$ cat src/rtl/qc_pkg.sv
package qc_pkg;
  // Transfer phase as seen from this slave
  typedef enum logic [1:0] {
    PH_IDLE   = 2'd0,  // not addressed since the last START/STOP
    PH_ADDR   = 2'd1,  // own address acknowledged, no data bit yet
    PH_DATA   = 2'd2   // at least one data bit completed
  } phase_t;
endpackage

$ cat src/rtl/qc_phase_tracker.sv
module qc_phase_tracker
  import qc_pkg::*;
#(
  parameter int DATA_W = 8
) (
  input  logic clk,
  input  logic rst,
  input  logic ev_start,
  input  logic ev_stop,
  input  logic ev_addr_match,
  input  logic ev_rw,
  input  logic ev_bit,
  output logic active,
  output logic dir,
  output logic matched_pulse,
  output logic end_stop,
  output logic end_quick
);
  localparam int CNT_W = $clog2(DATA_W + 1);
  localparam logic [CNT_W-1:0] CNT_MAX = {CNT_W{1'b1}};

  phase_t           phase_q;
  logic             dir_q;
  logic [CNT_W-1:0] bits_q;

  assign active        = (phase_q != PH_IDLE);
  assign dir           = dir_q;
  assign matched_pulse = ev_addr_match && !ev_stop && !ev_start;
  assign end_stop      = ev_stop && active;
  assign end_quick     = end_stop && (bits_q == '0);

  always_ff @(posedge clk) begin
    if (rst) begin
      phase_q <= PH_IDLE;
      dir_q   <= 1'b0;
      bits_q  <= '0;
    end else if (ev_stop || ev_start) begin
      phase_q <= PH_IDLE;
      bits_q  <= '0;
    end else if (ev_addr_match) begin
      phase_q <= PH_ADDR;
      dir_q   <= ev_rw;
      bits_q  <= '0;
    end else if (ev_bit && active) begin
      phase_q <= PH_DATA;
      if (bits_q != CNT_MAX) bits_q <= bits_q + 1'b1;
    end
  end
endmodule

$ cat src/rtl/qc_tx_buffer.sv
module qc_tx_buffer #(
  parameter int DATA_W = 8
) (
  input  logic              clk,
  input  logic              rst,
  input  logic              accept,
  input  logic [DATA_W-1:0] wdata,
  input  logic              load,
  input  logic              flush,
  output logic [DATA_W-1:0] tx_byte,
  output logic              tx_valid
);
  always_ff @(posedge clk) begin
    if (rst) begin
      tx_byte  <= '0;
      tx_valid <= 1'b0;
    end else begin
      if (accept) tx_byte <= wdata;
      if (flush)       tx_valid <= 1'b0;
      else if (accept) tx_valid <= 1'b1;
      else if (load)   tx_valid <= 1'b0;
    end
  end
endmodule

$ cat src/rtl/qc_status_regs.sv
module qc_status_regs (
  input  logic clk,
  input  logic rst,
  input  logic matched,
  input  logic match_rd,
  input  logic next_req,
  input  logic host_accept,
  input  logic flush,
  input  logic end_stop,
  input  logic end_quick,
  input  logic dir,
  input  logic stop_ack,
  output logic data_req_irq,
  output logic scl_hold,
  output logic stop_irq,
  output logic qcmd_flag,
  output logic qcmd_dir
);
  logic req_d;

  always_comb begin
    req_d = data_req_irq;
    if (flush)                     req_d = 1'b0;
    else if (match_rd || next_req) req_d = 1'b1;
    else if (host_accept)          req_d = 1'b0;
  end

  always_ff @(posedge clk) begin
    if (rst) begin
      data_req_irq <= 1'b0;
      scl_hold     <= 1'b0;
      stop_irq     <= 1'b0;
      qcmd_flag    <= 1'b0;
      qcmd_dir     <= 1'b0;
    end else begin
      data_req_irq <= req_d;
      scl_hold     <= req_d;
      if (end_stop)      stop_irq <= 1'b1;
      else if (stop_ack) stop_irq <= 1'b0;
      if (end_quick) begin
        qcmd_flag <= 1'b1;
        qcmd_dir  <= dir;
      end else if (matched) begin
        qcmd_flag <= 1'b0;
        qcmd_dir  <= 1'b0;
      end
    end
  end
endmodule

$ cat src/rtl/qc_slave_handler.sv
module qc_slave_handler #(
  parameter int DATA_W = 8
) (
  input  logic              clk,
  input  logic              rst,
  input  logic              ev_start,
  input  logic              ev_stop,
  input  logic              ev_addr_match,
  input  logic              ev_rw,
  input  logic              ev_bit,
  input  logic              ev_tx_next,
  input  logic              ev_tx_load,
  input  logic              host_wr,
  input  logic [DATA_W-1:0] host_wdata,
  input  logic              stop_ack,
  output logic              data_req_irq,
  output logic              stop_irq,
  output logic              qcmd_flag,
  output logic              qcmd_dir,
  output logic              scl_hold,
  output logic [DATA_W-1:0] tx_byte,
  output logic              tx_valid
);
  logic active, dir, matched, end_stop, end_quick;
  logic host_accept, flush, match_rd, next_req;

  assign flush       = ev_start || ev_stop;
  assign host_accept = host_wr && data_req_irq && !flush;
  assign match_rd    = matched && ev_rw;
  assign next_req    = ev_tx_next && active && dir && !ev_addr_match;

  qc_phase_tracker #(.DATA_W(DATA_W)) u_phase (
    .clk           (clk),
    .rst           (rst),
    .ev_start      (ev_start),
    .ev_stop       (ev_stop),
    .ev_addr_match (ev_addr_match),
    .ev_rw         (ev_rw),
    .ev_bit        (ev_bit),
    .active        (active),
    .dir           (dir),
    .matched_pulse (matched),
    .end_stop      (end_stop),
    .end_quick     (end_quick)
  );

  qc_tx_buffer #(.DATA_W(DATA_W)) u_txbuf (
    .clk      (clk),
    .rst      (rst),
    .accept   (host_accept),
    .wdata    (host_wdata),
    .load     (ev_tx_load),
    .flush    (flush),
    .tx_byte  (tx_byte),
    .tx_valid (tx_valid)
  );

  qc_status_regs u_status (
    .clk          (clk),
    .rst          (rst),
    .matched      (matched),
    .match_rd     (match_rd),
    .next_req     (next_req),
    .host_accept  (host_accept),
    .flush        (flush),
    .end_stop     (end_stop),
    .end_quick    (end_quick),
    .dir          (dir),
    .stop_ack     (stop_ack),
    .data_req_irq (data_req_irq),
    .scl_hold     (scl_hold),
    .stop_irq     (stop_irq),
    .qcmd_flag    (qcmd_flag),
    .qcmd_dir     (qcmd_dir)
  );
endmodule

$ cat config.mk
export PLATFORM = sky130hd
export DESIGN_NAME = qc_slave_handler
export DESIGN_NICKNAME = d
export VERILOG_FILES = /design/src/rtl/qc_pkg.sv /design/src/rtl/qc_phase_tracker.sv /design/src/rtl/qc_tx_buffer.sv /design/src/rtl/qc_status_regs.sv /design/src/rtl/qc_slave_handler.sv
export SDC_FILE = /design/constraint.sdc
export NUM_CORES = 1
export LEC_CHECK = 0
export BUFFER_PORTS_ARGS = -buffer_cell sky130_fd_sc_hd__buf_2
export CAP_MARGIN = 10
export CELL_PAD_IN_SITES_DETAIL_PLACEMENT = 0
export CELL_PAD_IN_SITES_GLOBAL_PLACEMENT = 2
export CORE_MARGIN = 2
export CORE_UTILIZATION = 24
export DETAILED_ROUTE_END_ITERATION = 7
export PLACE_DENSITY = 0.83
export SLEW_MARGIN = 20
export SYNTH_ARGS = -nofsm -noshare
export SYNTH_HDL_FRONTEND = slang
export SYNTH_HIERARCHICAL = 1
export SYNTH_SLANG_ARGS = --single-unit
$ cat constraint.sdc
create_clock -name clk -period 1.6 [get_ports clk]
set_clock_uncertainty 0.15 [all_clocks]
set_input_delay 0 -clock clk [delete_from_list [all_inputs] [get_ports clk]]
set_output_delay 0 -clock clk [all_outputs]
set_load 0.02 [all_outputs]
### Yosys cells after proc, flatten, opt, wreduce, memory -nomap -nowiden

Cells that the tools add are included.

| cells by class | value |
|---|---|
| add/sub/neg operators | 1 |
| equal/unequal tests | 1 |
| muxes and demuxes | 11 |
| bitwise operators | 1 |
| reductions and logical operators | 28 |

Operator list:

| operator | count |
|---|---|
| $reduce_bool A2 Y1 | 6 |
| $logic_and A1 B1 Y1 | 11 |
| $mux W1 | 11 |
| $add A4 B1 Y4 const B | 1 |
| $logic_not A1 Y1 | 4 |
| $logic_not A4 Y1 | 1 |
| $ne A4 B4 Y1 const B | 1 |
| $reduce_and A2 Y1 | 2 |
| $reduce_or A3 Y1 | 1 |
| $logic_or A1 B1 Y1 | 2 |
| $reduce_or A2 Y1 | 1 |
| $not A1 Y1 | 1 |

| storage, ports and cells | value |
|---|---|
| flip-flop bits (word level) | 20 |
| input port bits | 19 |
| output and inout port bits | 14 |
| word-level logic and storage cells | 52 |

### Logic depth before layout (Yosys ltp)

Gate-level depths: netlist (run 1).

| logic depth | value |
|---|---|
| depth after elaboration | 6 |
| gate-level depth with buffers | 5 |

### Hierarchy

The synthesis (run 1) kept the hierarchy.

By module, submodules not included:

| module | instances | cells each | area an instance (µm²) | seq. area each (µm²) |
|---|---|---|---|---|
| qc_phase_tracker | 1 | 40 | 346.6 | 140.1 |
| qc_tx_buffer | 1 | 30 | 324.1 | 180.2 |
| qc_status_regs | 1 | 17 | 152.6 | 80.1 |
| qc_slave_handler | 1 | 4 | 35.0 | 0.0 |

### Worst setup path before layout (run 1)

OpenSTA, ideal clock, no wires.

| path | value |
|---|---|
| path kind | reg2reg |
| from | register u_phase.phase_q[1] |
| to | register u_status.qcmd_dir |
| arrival | 1.405 ns |
| slack | -0.025 ns |
| cell stages (with the launch flop) | 6 |
| path buffers | 0 |
| clock period less this slack | 1.625 ns |
| path through | dfxtp_1 > or2_2 > and2_1 > and3_1 > or3b_1 > a21oi_1 |

| on the way | value |
|---|---|
| cells in the longest elaborated chain, start to end | 4 |
| elaborated cells on any way between the ends | 5 |
| classes of those cells | 1 x mux; 4 x reduce/logical |

RTL lines:

| what | RTL line | source |
|---|---|---|
| from (decl) | qc_phase_tracker.sv:22 | `phase_t phase_q;` |
| from (signal assigned) | qc_phase_tracker.sv:34 | `phase_q <= PH_IDLE;` |
| from (signal assigned) | qc_phase_tracker.sv:38 | `phase_q <= PH_IDLE;` |
| from (signal assigned) | qc_phase_tracker.sv:41 | `phase_q <= PH_ADDR;` |
| $reduce_bool A2 Y1 * | qc_phase_tracker.sv:26 | `assign active = (phase_q != PH_IDLE);` |
| via active | qc_slave_handler.sv:24 | `logic active, dir, matched, end_stop, end_quick;` |
| $logic_and A1 B1 Y1 * | qc_phase_tracker.sv:29 | `assign end_stop = ev_stop && active;` |
| via end_stop | qc_slave_handler.sv:24 |  |
| $logic_and A1 B1 Y1 * | qc_phase_tracker.sv:30 | `assign end_quick = end_stop && (bits_q == '0);` |
| via end_quick | qc_slave_handler.sv:24 |  |
| $mux W1 / $reduce_bool A2 Y1 (equally long branches) | n/a |  |
| to (signal assigned) | qc_status_regs.sv:42 | `qcmd_dir <= dir;` |
| to (decl) | qc_status_regs.sv:17 | `output logic qcmd_dir` |

Mark *: on every way through the listed nets, which the timed path passes. The rest lies on a longest branch.
A chain may end at the register's enable or synchronous reset.

### Final worst setup path (run 1)

Same ends and word-level chain as after synthesis.

==> impl_summary.md, run 1 <==
Placement
The post-placement worst setup slack is -0.0259 ns. At the end of routability-driven placement, the weighted congestion stood at between 0.7 and 0.8. The final HPWL from detailed placement is roughly 1.4 mm. The total placed instance area is 1070 µm².

The number of port buffers is 32.

Synthesis
The share of synthesized cell area in full adder, half adder and majority cells is approximately 3%. Multiplexer cells account for 10.5% of the synthesized area. The complex-gate fraction of the synthesized area is a little over a tenth. The simple-gate portion of the synthesized area is 24.1%.

By area, the combinational part of the netlist is dominated by simple AND/OR/NAND/NOR gates. The parity-gate share of the synthesized area counting xor and xnor cells is 0%. The number of cells produced by synthesis is 91. The number of nets handed over by synthesis was between 100 and 150. The portion of the post-synthesis area used by sequential elements is a little under half. The flop and latch count out of synthesis is 20. The count of different cell masters after synthesis is 31. The netlist area before placement is around 860 µm². For this run, the number of Yosys warnings is 6. The mean instance size in the synthesized netlist is 9.43 µm².

Power
Of the total power, the share spent switching nets is 21.6%. The peak ir drop on the vdd network is 376 µV. The power density relative to cell area is ~680 nW/µm². The leakage power is approximately 0.00054 µW.

The combinational fraction of design power is between 9 and 10%. The internal portion of the total power is about 700 µW. The clock network burns between 30% and 40% of the power. Sequential cells burn 56.7% of the power. The switching power is 191 µW.

Floorplan
The die footprint is about 4000 µm². Once the floorplan was initialized, standard cells occupied approximately 25% of the core. Row generation in the floorplan step produced 21 rows. The number of top-level pins is 33.

The die width is ~64 µm. The height of the die is 63.8 µm. The core region area is 3390 µm².

GRT
The total congestion overflow after global routing is 0. The initial antenna violation count came to 0. The first-pass GRT wire length is 3.54 mm.

Entering global routing, the biggest net connects 17 pins. The number of global-route vias before repair was a little over 800. Global routing used 10.7% of the available tracks.

Routing
For this run, the detailed router's first-pass iteration total came to 4. After the first detailed-routing iteration, the DRC count stood at 24. The total detailed-routing wirelength is 1.94 mm. After detailed routing, the number of remaining DRC violations is 0.

The routed design uses around 65 µm of met3 wire. After detailed routing, no signal wire sits above met4. The post-detailed-route via-to-cell ratio is approximately 4.3. Dividing the detail-routed wire length by the instance count gives between 10 and 15 µm. In this run the remaining antenna-violating nets after routing total 0. Across all layers, the routed design uses about 810 vias. The routed design uses around 950 µm of met2 wire. In the final routing, the length of wire on met1 measures approximately 900 µm.

Worst setup path
The number of cells on the worst reg-to-reg path is 5. The critical path startpoint category is a flip-flop. Data arrives at the worst endpoint at 1.63 ns.

The master of the slowest instance on the critical path is dfxtp_2. Walking the worst path, the cells encountered are or2_4, and2_4, and3_4, or3b_1, a21oi_1. The setup slack of the worst register-to-register path is about 0.07 ns. The class of the most critical setup path is reg2reg.

The maximum net fanout on the critical path is 3. For the worst setup path, the data required time is between 1.5 and 2 ns. On the worst path, the slowest cell contributes a delay of roughly 0.34 ns. The worst setup path is captured at a flip-flop.

STA
The final count of pins violating max slew is 0. Setup repair after global routing left no endpoint under its margin. The actual slew at the worst max-slew pin is approximately 0.47 ns. The maximum clock rate is about 650 MHz.

In this run the tightest slew margin relative to its limit is 68.5%. The final cycle utilization of the critical path is a little over nine tenths. The clock period could shrink to ~1.5 ns. The hold violation count in the final report came to 0.

The final setup slack of the worst path is between 0.07 and 0.08 ns. Setup violations remaining at the end of the flow were counted as 0.

Clocking
The library cell used as clock root buffer is clkbuf_4. The level count of the clock H-tree is 1. Counting every sink on the clock net gives 20. After clock tree synthesis, the clock-pin slew on the worst setup and hold paths is roughly 0.12 ns. The TritonCTS buffer count is 3.

The number of buffers added for setup after CTS is 0. The insertion delay to the later sink of the worst-skew pair is about 0.3 ns. The buffer depth of the longest clock path is 2. The clock tree from TritonCTS is built.

Finish
In the final layout, the share of cells above drive strength 1 is between 30% and 40%. The synthesis-to-layout area growth is 50.9%. The utilization of the core after routing is a little under two fifths. With fillers left out, the area of the finished cells amounts to about 1300 µm².

The repair_antennas step left the layout with diodes totalling 0. The net count of the finished layout is around 170.

Flow run
Across the run, the number of max-cap violations was 0.

Hold path
The worst hold path passes through 3 cells. The path class of the tightest hold or removal check is in2reg.

Run status
The flow ran to the end, and the final reports show no timing, DRC or antenna violations.
## kinds of logic after synthesis
group                      Yosys count
buffers and inverters                8
AOI/OAI and AO/OA                   16
and+or+nand+nor                     36
adders and majority gates            2
DFF                                 20
muxes                                9
## what timing repair did
| item | CTS | global route |
|---|---|---|
| hold endpoints to repair | 20 | 0 |
| hold buffers | 18 | 0 |
| pin swaps | 2 | 3 |
| gates resized for setup | 2 | 0 |
| setup endpoints to repair | 1 | 1 |
## sequential cells by signal, summed over array words and instances, names as in the netlist
name                count
u_status/stop_irq       1
u_status/scl_hold       1
u_phase/bits_q          4
u_txbuf/tx_valid        1
u_status/qcmd_dir       1
u_txbuf/tx_byte         8
u_phase/phase_q         2
u_phase/dir             1
u_status/qcmd_flag      1
## worst max-delay path: cells and delay by family, from the launching register on
family	cells	cell delay [ns]
AND/OR/NAND/NOR	4	0.87
AO/OA/AOI/OAI	1	0.11
flip-flops	1	0.34
## cells in the final DEF (no fill, tap or decap), drive strengths merged, types with 3 or more instances in the layout
cell type,instances
dlygate4sd3,18
o21ai,3
clkbuf,4
nand2b,3
mux2i,9
buf,34
a21oi,8
inv,5
nor2,14
dfxtp,20
## cell type report
class | instances | area [µm²]
Clock buffer | 4 | 36.3
Fill cell | 361 | 2090
Inverter | 5 | 18.8
Multi-Input combinational cell | 63 | 425
Sequential cell | 20 | 402
Tap cell | 46 | 57.6
Timing Repair Buffer | 52 | 355
## worst paths after layout
path	to	start
max	u_status/qcmd_dir	u_phase/phase_q[1]
min	u_txbuf/tx_valid	host_wr
max reg2reg	u_status/qcmd_dir	u_phase/phase_q[1]
min reg2reg	u_status/qcmd_flag	u_status/qcmd_flag
## metal layers
layer / vias up / GRT usage (%)
li1: 423 / -
met1: 371 / 12.9
met2: 16 / 19.0
met3: 2 / 2.64
met4: 0 / 2.45
met5: - / 0
## cells in the mapped netlist, drive strengths merged
master,n,share of area [%]
nor3b,1,0.87
ha,2,2.9
a211oi,1,0.87
dfxtp,20,47
o31ai,1,0.87
inv,5,2.2
and4b,1,1.2
nand3b,1,0.87
or4,1,1.3
nand3,1,0.58
a311oi,1,1.0
or3,2,1.5
or3b,1,1.0
buf,3,2.8
o21ai,3,1.7
o21a,2,1.7
and3,2,1.5
and4bb,1,1.5
mux2i,9,10
nand2b,3,2.2
or2,2,1.5
a21oi,8,4.7
nor2,14,6.1
and2,2,1.5
nor4,1,0.73
nor2b,2,1.5
nand2,1,0.44
## stage by stage
step | TNS, ns | std cells | power, µW | hold slack (ns)
floorplan | 0 | 91 | 535 | -0.0809
global placement | 0 | 168 | 568 | 0.0856
detailed placement | -0.0259 | 168 | 569 | 0.0977
CTS | 0 | 190 | 908 | 0.197
global route | 0 | 190 | 938 | 0.217
finish | 0 | 190 | 886 | 0.213
## power by group through the flow
stage | Sequential [µW] | Combinational, µW | Clock [µW]
floorplan | 515 | 19.8 | 0
CTS | 503 | 89.1 | 316
detailed placement | 514 | 55.1 | 0
finish | 502 | 88.1 | 295
global placement | 514 | 54.8 | 0
global route | 504 | 98.6 | 336
No activity file was read; power rests on OpenSTA's default activity.
==> inputs of run 2 (changes only) <==
BUFFER_PORTS_ARGS = unset   (was -buffer_cell sky130_fd_sc_hd__buf_2)
CORE_UTILIZATION = 36   (was 24)
DONT_BUFFER_PORTS = 1   (was unset)
PLACE_DENSITY = 0.89   (was 0.83)
clock period = 2 ns   (was 1.6 ns; I/O delays follow)
==> run 2 against run 1 <==
Largest power group unchanged. Die area shrank 31%. Cell area shrank 14%. Utilization grew 12 points. Combinational power shrank 42%.
==> impl_summary.md, run 2 (synthesis gave the netlist of run 1 again) <==
Routing
The detailed-route wire length per cell is 13.1 µm (+28%). The count of vias placed by the detailed router came to 706 (-13%). The total detailed-routing wirelength came to 1.84 mm (-5.0%).

The count of TritonRoute iterations in the first routing pass came to 4 (unchanged). The number of routed nets with antenna violations came to 0 (unchanged). The number of DRC markers after the initial detailed-route iteration is 6 (-75%). The post-detailed-route via-to-cell ratio was 5.01 (+17%). The number of DRC violations after detailed routing was 0 (unchanged).

Floorplan
The height of the die was 52.8 µm (-17%). The die width came to 52.8 µm (-17%). The die footprint was 2790 µm² (-31%).

The core region area is 2230 µm² (-34%). The starting density of the core is 38.4% (+13 points). The floorplan row count is 17 (-19%). The number of top-level pins is 33 (unchanged).

Worst setup path
The longest individual stage delay on the worst path was 0.55 ns (+0.21 ns). The largest individual stage delay along the critical path comes from the cell dlygate4sd3_1. STA classifies the critical path endpoint as a flip-flop. The required time of the critical path came to 2.02 ns (+0.32 ns). The maximum net fanout on the critical path was 4 (+1). The worst setup path is launched from a flip-flop. The category of cells accounting for the largest share of critical-path delay is simple AND/OR/NAND/NOR gates. The critical path arrival is 1.86 ns (+0.23 ns).

Walking the worst path, the cells encountered are or2_2, and4b_1, dlygate4sd3_1, nor2_1, a211oi_1. The class of the most critical setup path is reg2reg. The number of buffer and inverter instances along the worst setup path came to 1 (+1).

STA
The hold violation count in the final report was 0 (unchanged). The minimum clock period after layout is 1.84 ns (+0.308 ns). The final cycle utilization of the critical path is 91.9% (-3.7 points). The final total negative setup slack is 0 ns (unchanged). Setup repair after global routing left no endpoint under its margin. The final count of pins violating max slew is 0 (unchanged). The maximum clock rate was 544 MHz (-17%). The remaining max-slew budget at the tightest pin was 59.3% (-9.2 points). The actual slew at the worst max-slew pin is 0.609 ns (+0.138 ns). The final number of setup-violating endpoints is 0 (unchanged).

Finish
The final-stage net count is 135 (-19%). The library cells used most frequently in the layout, excluding fill and tap cells, are dlygate4sd3_1, dfxtp_1, nor2_1. The register with the most flip-flops is u_txbuf/tx_byte. The flip-flop count of the largest register, all copies and words added is 8 (unchanged). The area used by sequential logic in the layout is 400 µm² (-0.31%). In the final layout, the registers with the most flip-flops are u_txbuf/tx_byte: 8 flops, u_phase/bits_q: 4 flops, u_phase/phase_q: 2 flops.

Compared with the post-synthesis result, the final layout area differs by 29.7%. The number of filler cells placed in the layout came to 214 (-41%). The multi-input gate area in the final layout came to 415 µm² (-2.4%). The area of all placed cells without fillers is 1110 µm² (-14%). The share of layout cells above drive strength 1 came to 7.08% (-23 points). The final antenna diode count was 0 (unchanged).

GRT
The total congestion overflow after global routing was 0 (unchanged). The overall routing resource usage came to 14.1% (+3.4 points). The first-pass GRT wire length was 2.82 mm (-20%). The initial antenna violation count came to 0 (unchanged). The number of global-route vias before repair is 672 (-17%). The largest net degree at the start of global routing is 17 (unchanged).

Power
The leakage power came to 0.000402 µW (-26%). The sum of internal, switching and leakage power was 689 µW (-22%). The peak ir drop on the vdd network is 426 µV (+13%). The sequential cell fraction of total power is 58.6% (+1.9 points).

The internal power is 543 µW (-22%). The power density relative to cell area is 619 nW/µm² (-9.6%). The share of total power consumed by net switching is 21.1% (-0.40 points).

The combinational fraction of design power is 7.4% (-2.5 points). The clock share of power is 34.0% (+0.7 points). The switching power is 146 µW (-24%).

Placement
The final HPWL from detailed placement is 1.15 mm (-17%). The total placed instance area was 877 µm² (-18%). The number of port buffers was 0 (-100%). The final weighted congestion in routability-driven placement is 0.654 (-8.7%).

Clocking
The level count of the clock H-tree came to 1 (unchanged). The number of clock sinks came to 20 (unchanged). The number of buffers added for setup after CTS is 0 (unchanged).

The clock-pin transition on the worst setup and hold timing paths was 0.11 ns (about the same). Clock tree synthesis selected as its root buffer the cell clkbuf_4. TritonCTS built the clock tree. The buffer depth of the longest clock path is 2 (unchanged).

The insertion delay to the later sink of the worst-skew pair is 0.30 ns (about the same). The TritonCTS buffer count is 3 (unchanged).

Run status
The run finished with clean final reports.

Hold path
The tightest min-delay check is of the in2reg type.

Flow run
The number of max-capacitance violations reported is 0 (unchanged).
## run 2: cell types whose count changed in the layout (fill, tap and decap cells not counted), sizes merged
cell         delta
buf            -33
dlygate4sd3     +2
## run 2: power groups by stage
stage / Clock, µW / Combinational [µW] / Sequential, µW
6_report: 234 / 51.3 / 403
5_1_grt: 261 / 55.3 / 404
4_1_cts: 245 / 50.0 / 403
3_5_place_dp: 0 / 14.7 / 413
3_3_place_gp: 0 / 14.7 / 412
2_1_floorplan: 0 / 15.2 / 412
## run 2: repair_timing
item | CTS | global route
hold buffers | 20 | 0
gates resized for setup | 0 | 0
setup endpoints to repair | 0 | 0
hold endpoints to repair | 20 | 0
## run 2: worst reg2reg max path, stage by stage (launching register included)
cell           delay [ns]
dfxtp_1              0.35
or2_2                0.30
and4b_1              0.19
dlygate4sd3_1        0.55
nor2_1               0.11
a211oi_1             0.07
## run 2: metal layers
metal  global-route usage [%]  vias up  wire, µm
met5                        0        -         0
met4                     5.13        0        10
met3                     5.71        2       140
met2                     21.7       23       866
met1                     17.6      323       826
li1                         -      358         -
## run 2: path summary, 6_finish.rpt
kind,startpoint,endpoint,slack (ns),depth (start not counted)
max,u_phase/phase_q[1],u_status/scl_hold,0.16,5
min,ev_addr_match,u_status/qcmd_dir,0.03,3
max reg2reg,u_phase/phase_q[1],u_status/scl_hold,0.16,5
min reg2reg,u_phase/dir,u_status/qcmd_dir,0.34,2
## run 2: layout make-up
| class | count | share of cell area (%) |
|---|---|---|
| multi-input cells | 63 | 37.3 |
| flip-flops and latches | 20 | 36.0 |
| repair buffers | 21 | 18.7 |
| clock buffers | 4 | 3.26 |
| well taps | 28 | 3.15 |
| inverters | 5 | 1.69 |
## run 2: through the flow
stage	cells	hold WS [ns]	utilization (%)	worst slack [ns]
global placement	117	-0.0788	39.3	0.342
floorplan	91	-0.0809	-	0.375
global route	141	0.0378	49.9	0.0871
CTS	141	0.0148	49.9	0.149
detailed placement	117	-0.0772	39.3	0.306
finish	141	0.0252	49.9	0.162
==> inputs of run 3 (changes only) <==
CELL_PAD_IN_SITES_DETAIL_PLACEMENT = unset   (was 0)
CELL_PAD_IN_SITES_GLOBAL_PLACEMENT = unset   (was 2)
CORE_UTILIZATION = 45   (was 36)
PLACE_DENSITY = 0.71   (was 0.89)
==> run 3 against run 2 <==
Die area decreased by 19%. Critical endpoint unchanged. Register-to-register slack better by 0.09 ns. Global-route usage increased by 3.8 points.
==> impl_summary.md, run 3 (synthesis gave the netlist of run 1 again) <==
Run status
The run finished with clean final reports.

Worst setup path
The number of cells on the worst reg-to-reg path is 5 (unchanged). The critical path arrival came to 1.85 ns (about the same). The setup slack of the worst register-to-register path was 0.25 ns (+0.09 ns). The longest individual stage delay on the worst path is 0.64 ns (+0.09 ns). By startpoint and endpoint, the worst setup path is classified as in2reg.

The signal on the critical path passes through dlygate4sd3_1, nor3b_1, dlygate4sd3_1, and2_1, nor2_1, a211oi_1. The slowest stage of the critical path is the dlygate4sd3_1 cell. The required time of the critical path is 2.07 ns (+0.05 ns). The number of buffer and inverter instances along the worst setup path is 2 (+1). In this design, the critical path's most frequently occurring cell is dlygate4sd3_1. The maximum net fanout on the critical path is 4 (unchanged). In this run the critical register-to-register path is launched from u_phase/phase_q[1].

The end of the worst register-to-register path is u_status/stop_irq. The worst setup path is captured at a flip-flop. The critical path startpoint category is an input pin.

In this design, the largest share of critical-path delay is due to buffers and inverters.

Routing
The count of vias placed by the detailed router was 728 (+3.1%). The number of routed nets with antenna violations is 0 (unchanged). The number of DRC violations after detailed routing is 0 (unchanged).

The count of TritonRoute iterations in the first routing pass is 3 (-1). The number of DRC markers after the initial detailed-route iteration is 12 (+6). The detailed-route wire length per cell was 13.5 µm (+3.6%).

The total detailed-routing wirelength is 1.86 mm (+0.71%). The post-detailed-route via-to-cell ratio is 5.31 (+6.1%).

Clocking
The number of clock sinks came to 20 (unchanged). The clock tree from TritonCTS is built. The library cell used as clock root buffer is clkbuf_4.

The level count of the clock H-tree is 1 (unchanged). The clock-pin transition on the worst setup and hold timing paths came to 0.10 ns (about the same). The buffer depth of the longest clock path came to 2 (unchanged). The TritonCTS buffer count is 3 (unchanged). The number of cells upsized or downsized after cts is 0 (unchanged).

The insertion delay to the later sink of the worst-skew pair is 0.29 ns (about the same).

Placement
The cell count after placement came to 114 (-2.6%). The number of port buffers is 0 (unchanged). The final weighted congestion in routability-driven placement is 0.768 (+17%). The final HPWL from detailed placement came to 1.17 mm (+1.4%).

Floorplan
The number of top-level pins is 33 (unchanged). The die footprint is 2270 µm² (-19%). The die width is 47.7 µm (-9.8%). The floorplan row count is 15 (-2). The height of the die came to 47.7 µm (-9.8%). The starting density of the core is 48.7% (+10 points).

The core region area came to 1760 µm² (-21%).

Finish
The top cell types in the final layout, fill and taps aside, are dlygate4sd3_1, dfxtp_1, nor2_1. The multi-input gate area in the final layout is 415 µm² (unchanged). The largest registers in the layout are u_txbuf/tx_byte: 8 flops, u_phase/bits_q: 4 flops, u_phase/phase_q: 2 flops. The number of filler cells placed in the layout came to 169 (-21%). The final-stage net count is 135 (unchanged). From synthesis to final layout, the design area changed by 27.7%. The share of layout cells above drive strength 1 came to 6.25% (-0.83 points). The flip-flop count of the largest register, all copies and words added is 8 (unchanged).

The number of standard cells in the final layout excluding fillers came to 137 (-2.8%). The area used by sequential logic in the layout is 400 µm² (unchanged). The final antenna diode count was 0 (unchanged). The register with the most flip-flops is u_txbuf/tx_byte.

STA
The minimum clock period after layout is 1.78 ns (-0.0572 ns). The final cycle utilization of the critical path is 89.0% (-2.9 points). The hold violation count in the final report is 0 (unchanged). The final number of setup-violating endpoints was 0 (unchanged). The final count of pins violating max slew was 0 (unchanged).

The maximum clock rate was 562 MHz (+3.2%). The remaining max-slew budget at the tightest pin is 58.4% (-0.92 points). The final total negative setup slack was 0 ns (unchanged). The actual slew at the worst max-slew pin was 0.623 ns (+0.0137 ns). Setup repair after global routing left no endpoint under its margin.

Hold path
The worst hold path startpoint is ev_stop. The number of cells traversed by the worst hold path is 4 (+1). The path with the worst hold slack has its endpoint at u_status/qcmd_dir. The type of the worst min-delay path is in2reg.

Power
The peak ir drop on the vdd network was 432 µV (+1.5%). The leakage power is 0.000392 µW (-2.5%). The power density relative to cell area is 579 nW/µm² (-6.4%).

GRT
The number of global-route vias before repair was 704 (+4.8%). The overall routing resource usage was 17.9% (+3.8 points). The initial antenna violation count is 0 (unchanged). The first-pass GRT wire length came to 2.77 mm (-1.7%).

The largest net degree at the start of global routing was 17 (unchanged). The total congestion overflow after global routing is 0 (unchanged).

Flow run
The number of max-capacitance violations reported came to 0 (unchanged).
## run 3: changes by cell type in the layout (fill, tap and decap cells not counted)
| cell | change |
|---|---|
| clkbuf_8 | -1 |
## run 3: repair_timing
item                                   CTS  global route
buffers inserted                         0             0
hold buffers                            20             0
endpoints found under the hold margin   20             0
## run 3: through the flow
step	utilization (%)	hold WS (ns)	power (µW)	instance area, µm²	worst slack, ns
after floorplan	-	-0.0809	427	858	0.375
after global placement	49.5	-0.0788	427	873	0.354
after detailed placement	49.5	-0.0766	427	873	0.311
after CTS	62.1	0.00310	644	1100	0.246
after global routing	62.1	0.0128	661	1100	0.174
final	62.1	0.0160	635	1100	0.219
## run 3: cell type report
cell class | instances | share of cell area [%]
inverters | 5 | 1.71
well taps | 25 | 2.85
flip-flops and latches | 20 | 36.5
multi-input cells | 63 | 37.9
repair buffers | 21 | 18.9
clock buffers | 3 | 2.05
## run 3: worst reg2reg max path, stage by stage (launching register included)
cell and delay, ns:
dfxtp_1 0.35, or2_2 0.31, and2_1 0.17, inv_1 0.05, a21oi_1 0.05, dlygate4sd3_1 0.58
## run 3: worst max path at each step
| stage | slack, ns | from | depth (start not counted) | endpoint |
|---|---|---|---|---|
| 2_1_floorplan | 0.37 | u_phase/phase_q[1] | 5 | u_status/qcmd_dir |
| 3_5_place_dp | 0.31 | u_phase/phase_q[1] | 5 | u_status/qcmd_dir |
| 6_report | 0.22 | ev_start | 6 | u_status/scl_hold |
| 5_1_grt | 0.17 | ev_start | 6 | u_status/scl_hold |
| 4_1_cts | 0.25 | ev_start | 6 | u_status/scl_hold |
| 3_3_place_gp | 0.35 | u_phase/phase_q[1] | 5 | u_status/qcmd_dir |
## run 3: power by group
part           switching [µW]  internal, µW
logic                    19.9          32.8
clock network             109          70.0
registers                2.79           400
total                     132           503
## run 3: routing by layer
metal	vias up	wire [µm]	global-route usage [%]
li1	356	-	-
met1	344	774	19.7
met2	24	942	30.5
met3	4	110	7.55
met4	0	28	7.03
met5	-	0	0
